==> src/rtl/abort_status_unit.sv <==
module abort_status_unit #(
  parameter int AW = 32
) (
  input  logic          clk,
  input  logic          rst_n,
  input  logic          abort_stb,
  input  logic          side_instr,
  input  logic          icm_op,
  input  logic [10:0]   fault_req,
  input  logic          page_lvl,
  input  logic          ext_slverr,
  input  logic [3:0]    domain,
  input  logic [AW-1:0] fault_addr,
  input  logic [AW-1:0] instr_addr,
  input  logic [2:0]    rd_sel,
  output logic [31:0]   rd_data,
  output logic          pabt,
  output logic          dabt,
  output logic          imprecise
);

  localparam logic [3:0] SEL_IMPR = 4'd8;
  localparam logic [3:0] SEL_DBG  = 4'd10;
  localparam logic [31:0] ICM_WORD = 32'h0000_0004;

  logic          hit;
  logic [3:0]    sel;
  logic [4:0]    code;
  logic          dv, ext;
  logic [31:0]   fsr_word;
  logic          icm_case, wr;

  logic [31:0]   ifsr_q, dfsr_q;
  logic [AW-1:0] ifar_q, far_q, wfar_q;
  logic          pabt_q, dabt_q, impr_q;

  always_comb begin
    hit = 1'b0;
    sel = '0;
    for (int i = 10; i >= 0; i--) begin
      if (fault_req[i]) begin
        hit = 1'b1;
        sel = 4'(i);
      end
    end
  end

  always_comb begin
    dv  = 1'b0;
    ext = 1'b0;
    unique case (sel)
      4'd0:    code = 5'b00001;
      4'd1:    code = 5'b00000;
      4'd2:    begin code = page_lvl ? 5'b01110 : 5'b01100; dv = page_lvl; ext = ext_slverr; end
      4'd3:    begin code = page_lvl ? 5'b00111 : 5'b00101; dv = page_lvl; end
      4'd4:    begin code = page_lvl ? 5'b00110 : 5'b00011; dv = 1'b1; end
      4'd5:    begin code = page_lvl ? 5'b01011 : 5'b01001; dv = 1'b1; end
      4'd6:    begin code = page_lvl ? 5'b01111 : 5'b01101; dv = 1'b1; end
      4'd7:    begin code = 5'b01000; dv = 1'b1; ext = ext_slverr; end
      4'd8:    begin code = 5'b10110; ext = ext_slverr; end
      4'd9:    code = 5'b11000;
      default: begin code = 5'b00010; dv = 1'b1; end
    endcase
  end

  assign fsr_word = {19'd0, ext, 1'b0, code[4], 1'b0, dv, (dv ? domain : 4'd0), code[3:0]};
  assign wr       = abort_stb && hit;
  assign icm_case = !side_instr && icm_op && (sel >= 4'd2);

  always_ff @(posedge clk) begin
    if (!rst_n) begin
      ifsr_q <= '0;
      dfsr_q <= '0;
      ifar_q <= '0;
      far_q  <= '0;
      wfar_q <= '0;
      pabt_q <= 1'b0;
      dabt_q <= 1'b0;
      impr_q <= 1'b0;
    end else begin
      pabt_q <= 1'b0;
      dabt_q <= 1'b0;
      impr_q <= 1'b0;
      if (wr) begin
        impr_q <= (sel == SEL_IMPR);
        if (side_instr) begin
          pabt_q <= 1'b1;
          ifsr_q <= fsr_word;
          if (sel != SEL_DBG) ifar_q <= fault_addr;
        end else begin
          dabt_q <= 1'b1;
          far_q  <= fault_addr;
          if (icm_case) begin
            dfsr_q <= ICM_WORD;
            ifsr_q <= fsr_word;
            ifar_q <= instr_addr;
          end else begin
            dfsr_q <= fsr_word;
            if (sel == SEL_DBG) wfar_q <= instr_addr;
          end
        end
      end
    end
  end

  always_comb begin
    unique case (rd_sel)
      3'd0:    rd_data = ifsr_q;
      3'd1:    rd_data = 32'(ifar_q);
      3'd2:    rd_data = dfsr_q;
      3'd3:    rd_data = 32'(far_q);
      3'd4:    rd_data = 32'(wfar_q);
      default: rd_data = '0;
    endcase
  end

  assign pabt      = pabt_q;
  assign dabt      = dabt_q;
  assign imprecise = impr_q;

  p_vec_excl_r8: assert property (@(posedge clk) disable iff (!rst_n)
    !(pabt_q && dabt_q));

  p_idle_quiet_r11: assert property (@(posedge clk) disable iff (!rst_n)
    !abort_stb |=> (!pabt_q && !dabt_q));

  p_ifsr_no_icm_r10: assert property (@(posedge clk) disable iff (!rst_n)
    !(ifsr_q[10] == 1'b0 && ifsr_q[3:0] == 4'b0100));

  p_ext_only_r5: assert property (@(posedge clk) disable iff (!rst_n)
    dfsr_q[12] |-> ({dfsr_q[10], dfsr_q[3:0]} inside {5'b01100, 5'b01110, 5'b01000, 5'b10110}));

  p_wfar_on_dabt_r8: assert property (@(posedge clk) disable iff (!rst_n)
    !$stable(wfar_q) |-> dabt_q);

  p_impr_with_vec_r12: assert property (@(posedge clk) disable iff (!rst_n)
    impr_q |-> (pabt_q || dabt_q));

endmodule

==> config.mk <==
export PLATFORM = sky130hd
export DESIGN_NAME = abort_status_unit
export DESIGN_NICKNAME = d
export VERILOG_FILES = /design/src/rtl/abort_status_unit.sv
export SDC_FILE = /design/constraint.sdc
export NUM_CORES = 1
export LEC_CHECK = 0
export BUFFER_PORTS_ARGS = -buffer_cell sky130_fd_sc_hd__buf_2
export CORE_ASPECT_RATIO = 1.4
export CORE_MARGIN = 5
export CORE_UTILIZATION = 50
export DETAILED_ROUTE_END_ITERATION = 10
export PLACE_DENSITY = 0.84
export SYNTH_ARGS = -nofsm -noshare
export SYNTH_HDL_FRONTEND = slang
export SYNTH_SLANG_ARGS = --single-unit
==> constraint.sdc <==
create_clock -name clk -period 3.5 [get_ports clk]
set_input_delay 1.05 -clock clk [delete_from_list [all_inputs] [get_ports clk]]
set_output_delay 1.05 -clock clk [all_outputs]
set_load 0.1 [all_outputs]
==> impl_metrics.py, run 1 <==
metrics = {
    "outcome": {
        "status": "complete, no violations",
    },
    "timing": {
        "skew_ns": 0,
        "setup_viol": 0,
        "hold_viol": 0,
        "finalCriticalPeriod_ns": 3.34,
        "fin_crit_sh": 0.954,
        "tightest_slew_ns": 0.840,
        "slew_headroom": 0.426,
        "setup_tns_ns": 0,
        "final-max-slew-violation-count": 0,
        "rsz0062_at_grt": "no",
        "fmax_mhz": 300,
    },
    "pwr": {
        "irDropWorstVdd_uv": 297,
        "seqPwrFrac": 0.390,
        "p_int_uw": 2780,
        "p_switching_uw": 974,
        "power_density_nw_per_um2": 457,
        "power_frac_clock": 0.464,
        "leakage_uw": 0.00351,
        "combPwrFrac": 0.146,
        "p_sw_frac": 0.260,
    },
    "die": {
        "die_h_um": 140,
        "ioPinCount": 124,
        "fp.dieW_um": 103,
        "rows": 47,
        "core_area_sq_um": 11800,
        "start_util": 0.508,
        "die_area_sq_um": 14300,
    },
    "logic_synthesis": {
        "syn_area_sq_um": 6010,
        "syn_nets": 795,
        "synth_common_cells": "192 x nand2_1, 121 x dfxtp_1, 75 x mux2i_1, 34 x a21boi_0, 34 x o21ai_0",
        "synth_top_area_share": 0.403,
        "syn_inst": 706,
        "synth_cell_types": 51,
        "synth-edff-count": 0,
        "ys_warn_count": 0,
        "ys_ff_latch": 121,
        "synthFlopType": "dfxtp_1",
        "synth.most_common_cell": "nand2_1",
        "ys_seq_area_frac": 0.403,
        "asyncSetResetFlopFracSynth": 0,
        "synth_area_per_cell_sq_um": 8.51,
        "yosys.area.top_type": "dfxtp_1",
        "synth_area_leaders": "dfxtp_1 40%, mux2i_1 12%, nand2_1 12%, o211a_1 5.5%, a21boi_0 4.2%",
    },
    "job": {
        "maxCapViolCount": 0,
    },
    "final_layout": {
        "area_growth_pct": 36.5,
        "drive_gt1_frac": 0.265,
        "post-route-util": 0.694,
        "antenna_cells": 0,
        "nets": 907,
    },
    "worst_setup_path": {
        "crit_type": "in2out",
        "cp-end-kind": "output pin",
        "crit_arrival_ns": 2.29,
        "setup.worst_path.start": "rd_sel[1]",
        "r2r-start": "dfsr_q[1]",
        "crit_path_max_fanout": 5,
        "cp-start-kind": "input port",
        "critical_path_required_ns": 2.45,
    },
    "routing": {
        "ant_nets": 0,
        "drc_errors": 0,
        "routed_wl_mm": 17.1,
        "routed_via_density": 5.71,
        "firstDrtPassIters": 5,
        "drtIter0Drc": 314,
        "vias": 5569,
        "drt-wirelength-per-cell_um": 17.5,
    },
    "global_route": {
        "grt_start_max_net_pins": 83,
        "grt_pass1_vias": 5677,
        "antenna_found_initial": 0,
        "grt_first_pass_wirelength_mm": 27.6,
        "grt_overflow": 0,
        "grt_usage": 0.241,
    },
    "cts": {
        "cts-resized-gates": 0,
        "htree_levels": 4,
        "cts_tree": "done",
        "numCtsBuffers": 17,
        "clk_latency_ns": 0.40,
        "path_clk_slew_ns": 0.05,
        "root_buffer": "clkbuf_16",
        "cts_buffer_depth": 2,
        "cts_hold_buf": 0,
        "cts_setup_buffers": 0,
        "cts_sinks": 121,
    },
    "hold_path": {
        "hold_path.class": "reg2reg",
        "min-delay-start": "wfar_q[13]",
    },
    "placement": {
        "place_hpwl_mm": 11.9,
        "gp_congestion": 0.930,
        "portBuffers": 123,
    },
}
[per-stage QoR]
stage               cells  setup WS [ns]  instance area (sq um)  hold WS (ns)  power, uW
detailed placement    946          0.170                   7610         0.445       2040
finish                976          0.161                   8200         0.452       3750
CTS                   976          0.151                   8200         0.453       3770
global placement      946          0.183                   7610         0.441       2030
global route          976         0.0855                   8200         0.465       3880
floorplan             706        -0.0574                   6410         0.434       1850
[layout make-up]
type | instances | area, sq um
Clock buffer | 18 | 439
Clock inverter | 12 | 151
Fill cell | 853 | 3620
Inverter | 3 | 11.3
Multi-Input combinational cell | 526 | 3670
Sequential cell | 121 | 2420
Tap cell | 147 | 184
Timing Repair Buffer | 149 | 1320
[cell families after synthesis]
kind of cell           share of synthesized area
AND/OR/NAND/NOR                            0.179
AO/OA/AOI/OAI                              0.236
flip-flops                                 0.403
multiplexers                               0.129
buffers and inverters                     0.0535
[routing by layer]
| layer | share of wire | routed length [um] | track usage | vias up |
|---|---|---|---|---|
| met2 | 0.52 | 8920 | 0.417 | 200 |
| met3 | 0.058 | 992 | 0.0456 | 45 |
| met1 | 0.39 | 6680 | 0.283 | 2623 |
| li1 | - | - | - | 2701 |
| met4 | 0.031 | 532 | 0.107 | 0 |
| met5 | 0 | 0 | 0 | - |
[state kept, by name (all words and copies together) (netlist names)]
signal and flops:
dfsr_q 11, imprecise 1, ifar_q 32, dabt 1, far_q 32, wfar_q 32, pabt 1, ifsr_q 11
[cells in the final DEF, fill, tap and decap left out, types with 7 or more instances in the layout]
cell	netlist	layout
a21boi_0	34	34
a21boi_1	31	31
a21oi_1	15	15
a22oi_1	7	7
buf_12	0	35
buf_2	11	93
buf_4	3	21
clkbuf_16	0	17
dfxtp_1	121	121
mux2i_1	75	75
nand2_1	192	192
nand3_1	11	11
nor2_1	21	21
nor2b_1	11	11
o211a_1	33	32
o21ai_0	34	13
o21ai_4	0	21
o22ai_4	0	10
[worst paths after layout]
check	to	slack [ns]	cells after the start
worst max-delay path	rd_data[3]	0.16	7
worst min register to register	wfar_q[13]	0.45	2
worst min-delay path	wfar_q[13]	0.45	2
worst max register to register	dfsr_q[1]	2.68	3
[worst max-delay path: stages]
cell     delay [ns]
buf_2          0.18
buf_4          0.16
mux2i_1        0.20
nor2_1         0.06
a21oi_1        0.24
o22ai_4        0.09
buf_2          0.31
[power by group through the flow]
stage / Combinational, uW / Clock [uW] / Sequential, uW
after floorplan: 359 / 0 / 1490
after global placement: 537 / 0 / 1490
after detailed placement: 545 / 0 / 1490
after CTS: 549 / 1760 / 1460
after global routing: 586 / 1820 / 1470
final: 548 / 1740 / 1460
Power figures use the tool's default switching activity.
==> run 2, diff against run 1 <==
--- a/config.mk
+++ b/config.mk
@@ -7,10 +7,9 @@
 export LEC_CHECK = 0
 export BUFFER_PORTS_ARGS = -buffer_cell sky130_fd_sc_hd__buf_2
 export CORE_ASPECT_RATIO = 1.4
-export CORE_MARGIN = 5
 export CORE_UTILIZATION = 50
 export DETAILED_ROUTE_END_ITERATION = 10
-export PLACE_DENSITY = 0.84
+export PLACE_DENSITY = 0.77
 export SYNTH_ARGS = -nofsm -noshare
 export SYNTH_HDL_FRONTEND = slang
 export SYNTH_SLANG_ARGS = --single-unit
==> run 2 against run 1 <==
  * Via count is 2.8% higher
  * Largest cell class unchanged
  * Fmax about the same
  * Sequential share of layout area is 0.21 points lower
  * Core utilization grew 0.86 points
  * Highest routed layer unchanged
==> impl_metrics.py, run 2 (synthesized netlist as in run 1, its figures left out) <==
metrics = {
    "routing": {
        "drtIter0Drc": 391,
        "drt-wirelength-per-cell_um": 17.9,
        "drc_errors": 0,
        "firstDrtPassIters": 5,
        "vias": 5727,
        "routed_wl_mm": 17.5,
        "routed_via_density": 5.86,
        "ant_nets": 0,
    },
    "timing": {
        "hold_viol": 0,
        "finalHoldWorstSlack_ns": 0.455,
        "fmax_mhz": 300,
        "final-max-slew-violation-count": 0,
        "setup_tns_ns": 0,
        "tightest_slew_ns": 0.821,
        "slew_headroom": 0.439,
        "setup_viol": 0,
        "rsz0062_at_grt": "no",
        "finalCriticalPeriod_ns": 3.34,
        "skew_ns": 0,
        "fin_crit_sh": 0.954,
        "worst_slack_ns": 0.162,
    },
    "die": {
        "die_area_sq_um": 12500,
        "start_util": 0.511,
        "die_h_um": 132,
        "rows": 47,
        "fp.dieW_um": 94.6,
        "ioPinCount": 124,
        "core_area_sq_um": 11800,
    },
    "hold_path": {
        "hold_depth": 2,
        "min-delay-start": "wfar_q[31]",
        "hold-path-endpoint": "wfar_q[31]",
        "hold_path.class": "reg2reg",
    },
    "pwr": {
        "leakage_uw": 0.00353,
        "power_density_nw_per_um2": 459,
        "irDropWorstVdd_uv": 351,
        "power_uw": 3800,
    },
    "worst_setup_path": {
        "reg2reg_to": "dfsr_q[1]",
        "cp_slowest_stage_delay_ns": 0.28,
        "crit_type": "in2out",
        "r2r-start": "dfsr_q[1]",
        "cp-start-kind": "input port",
        "critPathSlowestCell": "mux2i_1",
        "crit_arrival_ns": 2.29,
        "setup.worst_path.start": "rd_sel[1]",
        "critical_path_required_ns": 2.45,
        "crit_path_max_fanout": 5,
        "crit_chain": "buf_2 > buf_4 > mux2i_1 > nor2_1 > a21oi_1 > o22ai_4 > buf_12",
        "rrSetupSlack_ns": 2.64,
        "cp-end-kind": "output pin",
        "r2r_cells": 3,
    },
    "cts": {
        "cts_buffer_depth": 2,
        "cts_setup_buffers": 0,
        "clk_latency_ns": 0.40,
        "cts_sinks": 121,
        "numCtsBuffers": 17,
        "path_clk_slew_ns": 0.05,
        "root_buffer": "clkbuf_16",
        "htree_levels": 4,
        "cts_hold_buf": 0,
        "cts-resized-gates": 0,
        "cts_tree": "done",
    },
    "final_layout": {
        "nets": 908,
        "post-route-util": 0.702,
        "mostFrequentLayoutCell": "nand2_1",
        "mostFrequentLayoutCells": "192 x nand2_1, 121 x dfxtp_1, 92 x buf_2, 75 x mux2i_1, 38 x buf_12",
        "reg_top3": "far_q (32), ifar_q (32), wfar_q (32)",
        "antenna_cells": 0,
        "area_growth_pct": 37.5,
        "drive_gt1_frac": 0.266,
    },
    "global_route": {
        "grt_usage": 0.284,
        "grt_start_max_net_pins": 71,
        "grt_pass1_vias": 5809,
        "antenna_found_initial": 0,
        "grt_overflow": 0,
        "grt_first_pass_wirelength_mm": 27.7,
    },
    "outcome": {
        "status": "complete, no violations",
    },
    "placement": {
        "place_hpwl_mm": 11.9,
        "gp_congestion": 0.913,
        "portBuffers": 123,
        "place_ws_ns": 0.172,
    },
    "job": {
        "maxCapViolCount": 0,
    },
}
run 2: cell types whose count changed in the layout (fill, tap and decap cells not counted), sizes merged:
cell / change
buf: +1
clkbuf: +2
clkinv: +2
clkinvlp: -3
run 2: power breakdown:
group	internal [uW]	switching, uW
registers	1430	32.1
clock network	1150	619
logic	221	337
total	2810	988
run 2: worst max-delay path by stage:
stage	to	slack (ns)	depth (start not counted)
final	rd_data[2]	0.16	7
after global routing	rd_data[2]	0.09	7
after CTS	rd_data[0]	0.16	5
after detailed placement	rd_data[8]	0.17	5
after global placement	rd_data[22]	0.17	7
after floorplan	rd_data[1]	-0.06	4
run 2: metrics by stage:
step,std cells,instance area (sq um)
floorplan,706,6410
global placement,947,7660
detailed placement,947,7660
CTS,978,8260
global route,978,8260
finish,978,8260
run 2: worst max-delay path, delay by kind of cell:
kind	cells	cell delay [ns]
and+or+nand+nor	1	0.08
buffers and inverters	3	0.52
AOI/OAI and AO/OA	2	0.35
muxes	1	0.28
run 2: metal layers:
layer / global-route usage / vias up / routed length (um) / part of all wire
met5: 0 / - / 0 / 0
met4: 0.118 / 0 / 445 / 0.025
met3: 0.0527 / 42 / 1020 / 0.058
met2: 0.504 / 216 / 9240 / 0.53
met1: 0.326 / 2763 / 6750 / 0.39
li1: - / 2706 / - / -
run 2: cell type report:
type / count / area (sq um)
Sequential cell: 121 / 2420
Clock inverter: 11 / 146
Timing Repair Buffer: 150 / 1370
Clock buffer: 20 / 457
Multi-Input combinational cell: 526 / 3670
Tap cell: 147 / 184
Inverter: 3 / 11.3
Fill cell: 854 / 3500
==> run 3, diff against run 2 <==
--- a/config.mk
+++ b/config.mk
@@ -7,9 +7,9 @@
 export LEC_CHECK = 0
 export BUFFER_PORTS_ARGS = -buffer_cell sky130_fd_sc_hd__buf_2
 export CORE_ASPECT_RATIO = 1.4
-export CORE_UTILIZATION = 50
+export CORE_UTILIZATION = 59
 export DETAILED_ROUTE_END_ITERATION = 10
-export PLACE_DENSITY = 0.77
+export PLACE_DENSITY = 0.85
 export SYNTH_ARGS = -nofsm -noshare
 export SYNTH_HDL_FRONTEND = slang
 export SYNTH_SLANG_ARGS = --single-unit
==> constraint.sdc (replaced) <==
create_clock -name clk -period 4.12 [get_ports clk]
set_input_delay 1.236 -clock clk [delete_from_list [all_inputs] [get_ports clk]]
set_output_delay 1.236 -clock clk [all_outputs]
set_load 0.1 [all_outputs]
==> run 3 against run 2 <==
  * Critical endpoint is now rd_data[11]
  * Count of clock-buffer cells in the layout is the same
  * Cell count shrank 1.6%
  * Sequential share of layout area grew 0.97 points
  * Critical path type unchanged
  * Largest power group unchanged
  * Routed wire length grew 4.7%
  * Hold slack is essentially flat
  * Via count grew 1.3%
  * Global-route usage grew 7.0 points
  * Highest routed layer unchanged
==> impl_metrics.py, run 3 (synthesized netlist as in run 1, its figures left out) <==
metrics = {
    "pwr": {
        "power_uw": 3200,
        "power_density_nw_per_um2": 400,
        "combPwrFrac": 0.142,
        "p_int_uw": 2350,
        "p_switching_uw": 853,
        "irDropWorstVdd_uv": 344,
        "power_frac_clock": 0.469,
        "seqPwrFrac": 0.389,
        "p_sw_frac": 0.266,
        "leakage_uw": 0.00345,
    },
    "placement": {
        "dpl-instance-area_sq_um": 7400,
        "portBuffers": 123,
        "gp_congestion": 0.918,
        "place_hpwl_mm": 11.7,
    },
    "worst_setup_path": {
        "setup.worst_path.start": "rd_sel[1]",
        "crit_path_max_fanout": 15,
        "crit_chain": "buf_2 > buf_4 > buf_4 > mux2i_1 > o21ai_4 > buf_12",
        "critPathSlowestCell": "buf_2",
        "r2r-start": "dfsr_q[1]",
        "critical_path_required_ns": 2.88,
        "cp_slowest_stage_delay_ns": 0.36,
        "crit_arrival_ns": 2.86,
        "cp-end-kind": "output pin",
        "path_buf_inv": 4,
        "r2r_cells": 3,
        "crit_type": "in2out",
        "crit_family": "buffers and inverters",
        "cp.depth": 6,
        "cp-start-kind": "input port",
        "critPathMostFrequentCell": "buf_4",
    },
    "job": {
        "maxCapViolCount": 0,
    },
    "global_route": {
        "grt_pass1_vias": 5938,
        "antenna_found_initial": 0,
        "grt_busiest_layer": "met2",
        "grt_use_met3": 0.0939,
        "grt_overflow": 0,
        "grt_start_max_net_pins": 94,
        "grt.met2_usage": 0.621,
        "grt_first_pass_wirelength_mm": 28.5,
        "gr-usage-met1": 0.374,
        "grt_usage": 0.354,
    },
    "timing": {
        "finalCriticalPeriod_ns": 4.10,
        "setup_tns_ns": 0,
        "fin_crit_sh": 0.995,
        "final-max-slew-violation-count": 0,
        "hold_viol": 0,
        "skew_ns": 0,
        "fmax_mhz": 244,
        "slew_headroom": 0.429,
        "finalHoldWorstSlack_ns": 0.454,
        "setup_viol": 0,
        "rsz0062_at_grt": "no",
        "tightest_slew_ns": 0.857,
    },
    "die": {
        "ioPinCount": 124,
        "core_area_sq_um": 9900,
        "rows": 43,
        "die_area_sq_um": 10600,
        "fp.dieW_um": 87.3,
        "die_h_um": 121,
        "start_util": 0.607,
    },
    "routing": {
        "ant_nets": 0,
        "drtIter0Drc": 521,
        "routed_wl_mm": 18.3,
        "firstDrtPassIters": 5,
        "drc_errors": 0,
        "drt-wirelength-per-cell_um": 19.0,
        "routed_via_density": 6.03,
        "vias": 5804,
    },
    "cts": {
        "cts-resized-gates": 0,
        "htree_levels": 4,
        "cts_buffer_depth": 2,
        "cts_setup_buffers": 0,
        "cts_tree": "done",
        "cts_hold_buf": 0,
        "cts_sinks": 121,
        "clk_latency_ns": 0.41,
        "path_clk_slew_ns": 0.05,
        "numCtsBuffers": 17,
        "root_buffer": "clkbuf_16",
    },
    "final_layout": {
        "reg_top3": "far_q (32), ifar_q (32), wfar_q (32)",
        "drive_gt1_frac": 0.261,
        "mostFrequentLayoutCells": "192 x nand2_1, 121 x dfxtp_1, 98 x buf_2, 75 x mux2i_1, 34 x a21boi_0",
        "area_growth_pct": 33.1,
        "antenna_cells": 0,
        "nets": 903,
        "final_cell_area_sq_um": 8000,
        "mostFrequentLayoutCell": "nand2_1",
        "post-route-util": 0.808,
    },
    "hold_path": {
        "hold_path.class": "reg2reg",
        "hold_depth": 2,
        "min-delay-start": "ifsr_q[10]",
    },
    "outcome": {
        "status": "complete, no violations",
    },
}
## run 3: cell count changes in the layout (fill, tap and decap cells not counted), sizes merged
cell / change
buf: -5
clkinv: -1
clkinvlp: +2
## run 3: power by group through the flow
stage / Clock, uW / Combinational (uW) / Sequential [uW]
3_5_place_dp: 0 / 443 / 1270
4_1_cts: 1500 / 452 / 1240
3_3_place_gp: 0 / 430 / 1260
6_report: 1500 / 456 / 1240
5_1_grt: 1570 / 480 / 1250
2_1_floorplan: 0 / 303 / 1260
## run 3: final timing paths
kind,to,slack [ns]
max,rd_data[11],0.02
min,ifsr_q[10],0.45
max reg2reg,dfsr_q[1],3.22
min reg2reg,ifsr_q[10],0.45
## run 3: cell type report
type	instances	area, sq um
inverter	3	11.3
timing repair buffer	145	1140
sequential	121	2420
multi-input combinational	526	3650
fill	609	1900
tap	135	169
clock buffer	20	447
clock inverter	12	149
## run 3: metrics by stage
stage,setup slack (ns),std cells
global route,0.00647,962
CTS,0.0520,962
floorplan,0.0131,706
finish,0.0211,962
global placement,0.148,930
detailed placement,0.0820,930
## run 3: worst reg2reg max path, stage by stage, from the launching register on
cell and delay (ns):
dfxtp_1 0.34, nand2_1 0.09, a21bo_2 0.24, a31oi_1 0.15
## run 3: layer usage
metal  part of all wire  wire length (um)
met5                  0                 0
met4              0.044               812
met3              0.067              1230
met2               0.51              9370
met1               0.38              6870
